File: src/rtl/irq_aggregator.sv
module irq_aggregator #(
  parameter int LINES = 11,
  parameter logic [LINES-1:0] IMPL = 11'h5FF,
  parameter int DATA_BITS = 5,
  parameter int AW = 12
) (
  input  logic             clk,
  input  logic             rst_n,
  input  logic             reg_wr,
  input  logic             reg_rd,
  input  logic [AW-1:0]    reg_addr,
  input  logic [31:0]      reg_wdata,
  output logic [31:0]      reg_rdata,
  input  logic [LINES-1:0] irq_lines,
  output logic             msg_valid,
  input  logic             msg_ready,
  output logic [31:0]      msg_addr,
  output logic [31:0]      msg_data
);
  localparam logic [AW-1:0] OFF_TARGET = AW'(12'h004);
  localparam logic [AW-1:0] OFF_PEND   = AW'(12'h00C);
  localparam logic [AW-1:0] OFF_MASK   = AW'(12'h018);
  localparam logic [AW-1:0] OFF_PEEK   = AW'(12'h01C);
  localparam logic [AW-1:0] OFF_LEVEL  = AW'(12'h028);

  logic [31:0]      target_q;
  logic [LINES-1:0] mask_q, pend_q, prev_q;
  logic [LINES-1:0] rise;
  logic             clr, fire;

  assign rise = irq_lines & ~prev_q & IMPL;
  assign clr  = reg_rd && (reg_addr == OFF_PEND || reg_addr == OFF_PEEK);
  assign fire = |(rise & mask_q);

  assign msg_addr = {target_q[31:DATA_BITS], {DATA_BITS{1'b0}}};
  assign msg_data = 32'(target_q[DATA_BITS-1:0]);

  always_ff @(posedge clk) begin
    if (!rst_n) begin
      target_q  <= '0;
      mask_q    <= '0;
      pend_q    <= '0;
      prev_q    <= '0;
      msg_valid <= 1'b0;
    end else begin
      prev_q    <= irq_lines;
      pend_q    <= (clr ? '0 : pend_q) | rise;
      msg_valid <= fire | (msg_valid & ~msg_ready);
      if (reg_wr) begin
        if (reg_addr == OFF_TARGET) target_q <= reg_wdata;
        if (reg_addr == OFF_MASK)   mask_q   <= reg_wdata[LINES-1:0];
      end
    end
  end

  always_comb begin
    reg_rdata = '0;
    case (reg_addr)
      OFF_TARGET: reg_rdata = target_q;
      OFF_PEND:   reg_rdata = 32'(pend_q);
      OFF_MASK:   reg_rdata = 32'(mask_q);
      OFF_PEEK:   reg_rdata = 32'(pend_q & mask_q);
      OFF_LEVEL:  reg_rdata = 32'(irq_lines);
      default:    reg_rdata = '0;
    endcase
  end

  assert_pend_clear_R4: assert property (@(posedge clk) disable iff (!rst_n)
    (reg_rd && reg_addr == OFF_PEND && rise == '0) |=> pend_q == '0);
  assert_edge_wins_R10: assert property (@(posedge clk) disable iff (!rst_n)
    (rise != '0) |=> ((pend_q & $past(rise)) == $past(rise)));
  assert_level_keeps_R6: assert property (@(posedge clk) disable iff (!rst_n)
    (reg_rd && reg_addr == OFF_LEVEL && rise == '0) |=> $stable(pend_q));
  assert_fire_msg_R7: assert property (@(posedge clk) disable iff (!rst_n)
    fire |=> msg_valid);
  assert_mask_off_R8: assert property (@(posedge clk) disable iff (!rst_n)
    (mask_q == '0 && !msg_valid) |=> !msg_valid);
  assert_hold_R12: assert property (@(posedge clk) disable iff (!rst_n)
    (msg_valid && !msg_ready) |=> msg_valid);
  assert_no_bit9_R3: assert property (@(posedge clk) disable iff (!rst_n)
    (reg_rd && reg_addr == OFF_PEND) |-> reg_rdata[9] == 1'b0);
endmodule

File: config.mk
export PLATFORM = sky130hd
export DESIGN_NAME = irq_aggregator
export DESIGN_NICKNAME = d
export VERILOG_FILES = /design/src/rtl/irq_aggregator.sv
export SDC_FILE = /design/constraint.sdc
export NUM_CORES = 1
export LEC_CHECK = 0
export ABC_CLOCK_PERIOD_IN_PS = 1520
export BUFFER_PORTS_ARGS = -buffer_cell sky130_fd_sc_hd__buf_2
export CAP_MARGIN = 20
export CORE_ASPECT_RATIO = 0.5
export CORE_UTILIZATION = 46
export CTS_CLUSTER_SIZE = 25
export DETAILED_ROUTE_END_ITERATION = 12
export PLACE_DENSITY = 0.78
export SKIP_CTS_REPAIR_TIMING = 1
export SLEW_MARGIN = 40
export SYNTH_ARGS = -nofsm -noshare
export SYNTH_HDL_FRONTEND = slang
export SYNTH_SLANG_ARGS = --single-unit
File: constraint.sdc
create_clock -name clk -period 1.52 [get_ports clk]
set_input_delay 0.076 -clock clk [delete_from_list [all_inputs] [get_ports clk]]
set_output_delay 0.076 -clock clk [all_outputs]
set_load 0.1 [all_outputs]
==> metrics <==
outcome finished with violations; violated checks hold timing, setup timing; I/O Pins 157; Switching Fraction 0.2874; vias per cell 5.130; Final Hold Vio Count 11; layout cells sized above 1 0.4442; #FFs+latches synth 64; Placer Congestion 0.7969; Synth Area in XOR/XNOR 0; Num Clock Sinks 64; Async SR Flop Fraction 0; simple-gate portion of the synthesized area 0.2332; Placeable Area 0.006281 mm²; Pwr Density 874.6 mW/mm²; CP cell instances buf_6 > nor4_4 > and4_4 > o21ai_4 > o22ai_4 > buf_12; # diodes 0; post-synthesis adder-cell area fraction 0; dpl cell area 0.004448 mm²; first-pass GRT wire length 13.56 mm; Mapped Cells 370; maximum vdd drop 0.5518 mV; Detail Route Antenna Nets 0; post-route clock period utilization 1.055; Critical-path top delay cell nor4_4; slew margin rel. 0.6638; syn avg cell area 8.353 µm²; clock latency on the worst-skew pair 0.32 ns; CTS tree yes; initial core utilization 0.4920; startpoint types input port; DR vias 3,073; multiplexer share of the synthesized area 0.03563; power share of the clock group 0.445; crit path DAT 1.53 ns; clk buf depth 2; Setup WS post-layout -0.08290 ns; Worst Path Max Fanout 5; synthesized cell area 0.003090 mm²; Filler cells 449; minimum clock period 1.603 ns; Slew @ Worst Pin 0.5025 ns; Synth Warn # 0; sequential power share 0.403; Die Ht 59.96 µm; FP Rows 20; Synth Flop Type dfxtp_1; # nets final 566; internal power 3.033 mW; Net Sw Power 1.223 mW; clock-pin slew on the worst setup and hold paths 0.05 ns; CP max stage delay 0.40 ns; WHS -0.01263 ns; post-route cell area 0.004866 mm²; WL final 9.094 mm; Setup CP Type in2out; die area 0.007070 mm²; Iteration-0 DRC Markers 181; Req. time, crit path 1.44 ns; most common cell after layout, fill and taps aside buf_2; largest family of logic cells by synthesized area simple AND/OR/NAND/NOR gates; Congestion Overflow GR 0; DRT Pass-1 Iters 4; max-cap viol count 0; RSZ-0062 raised after global routing yes; number of global-route vias before repair 2,835; fmax 0.6239 GHz; Worst setup EP type output port; Die W 117.9 µm; Place WS -0.1498 ns; compound-gate portion of the synthesized area 0.1899; root buffer cell clkbuf_16; Final HPWL DP 6.130 mm; initial antenna violation count 0; Clock Skews 0.004633 ns; port bufs 124; Post-synth EDFFs 0; total CTS buffers 9; final core occ 0.7747; multi-input logic area 0.001758 mm²; GRT Total Usage 0.2519; Logic pwr share 0.152; Reg area 0.001341 mm²; residual DRC count 0; Pleak 1.981 nW; Setup violations, final 11; commonest non-fill, non-tap cells in the layout buf_2 (89), nand2_1 (87), buf_12 (35); htree depth 3; Pins Over Slew Limit 0; register area share after synthesis 0.4146; largest net degree at the start of global routing 43; Hold/Removal Path Class in2reg; unique cell type count in the Yosys netlist 35; wire per inst 15.18 µm; Synth-to-Final Area Change 57.45%
## per-layer routing
layer	up-vias	GRT usage	wire [µm]
met1	1447	0.2932	3741
met5	-	0	0
met2	146	0.4630	4658
met3	11	0.05916	598
met4	0	0.09890	95
li1	1469	-	-
## through the flow
stage | hold WS, ns | instances | TNS (ns) | power (mW)
after CTS | -0.02709 | 588 | -1.772 | 4.245
after floorplan | 0.1977 | 401 | -0.1970 | 2.286
final | -0.01263 | 599 | -0.5252 | 4.256
after global routing | 0.001394 | 599 | -2.946 | 4.398
after detailed placement | 0.3089 | 572 | -1.481 | 2.361
after global placement | 0.3045 | 572 | -0.9796 | 2.354
## flip-flops by register name (all words and copies together), names as in the netlist
register	flops
pend_q	10
mask_q	11
msg_valid	1
target_q	32
prev_q	10
## power by group through the flow
stage	Sequential, mW	Clock, mW	Combinational [mW]
floorplan	1.74	0	0.541
global placement	1.75	0	0.608
detailed placement	1.75	0	0.614
CTS	1.71	1.91	0.616
global route	1.72	2.00	0.679
finish	1.71	1.89	0.648
## cell families after synthesis
| family | Yosys count |
|---|---|
| buffers and inverters | 60 |
| AO/OA/AOI/OAI | 91 |
| AND/OR/NAND/NOR | 143 |
| other | 1 |
| multiplexers | 11 |
| flip-flops | 64 |
## cells in the mapped netlist (all sizes together) (2+ instances only)
master,instances,share of area
a21boi,10,0.024
a21oi,32,0.052
a221oi,2,0.0057
a22o,2,0.0057
a22oi,11,0.027
and2,33,0.067
and4,3,0.0093
buf,41,0.10
clkbuf,15,0.019
dfxtp,64,0.41
inv,3,0.0036
mux2i,11,0.036
nand2,87,0.11
nor2b,11,0.022
nor3b,3,0.011
o21a,10,0.024
o22ai,20,0.040
## path summary, 6_finish.rpt
path / startpoint / endpoint / slack, ns / cells after the start
setup / recovery: reg_addr[8] / reg_rdata[5] / -0.08 / 6
hold reg to reg: target_q[12] / target_q[12] / 0.45 / 2
setup reg to reg: prev_q[8] / msg_valid / 0.40 / 4
hold / removal: reg_wdata[21] / target_q[21] / -0.01 / 3
## worst max-delay path: cells and delay by family
kind	cells	cell delay, ns
buffers and inverters	2	0.30
AOI/OAI and AO/OA	2	0.40
and+or+nand+nor	2	0.75
## layout make-up
| class | count | area share |
|---|---|---|
| Clock buffer | 13 | 0.05348 |
| Clock inverter | 3 | 0.003600 |
| Inverter | 4 | 0.003086 |
| Multi-Input combinational cell | 278 | 0.3613 |
| Sequential cell | 64 | 0.2756 |
| Tap cell | 88 | 0.02263 |
| Timing Repair Buffer | 149 | 0.2803 |
Note: power is estimated with default switching activity, not from simulation.
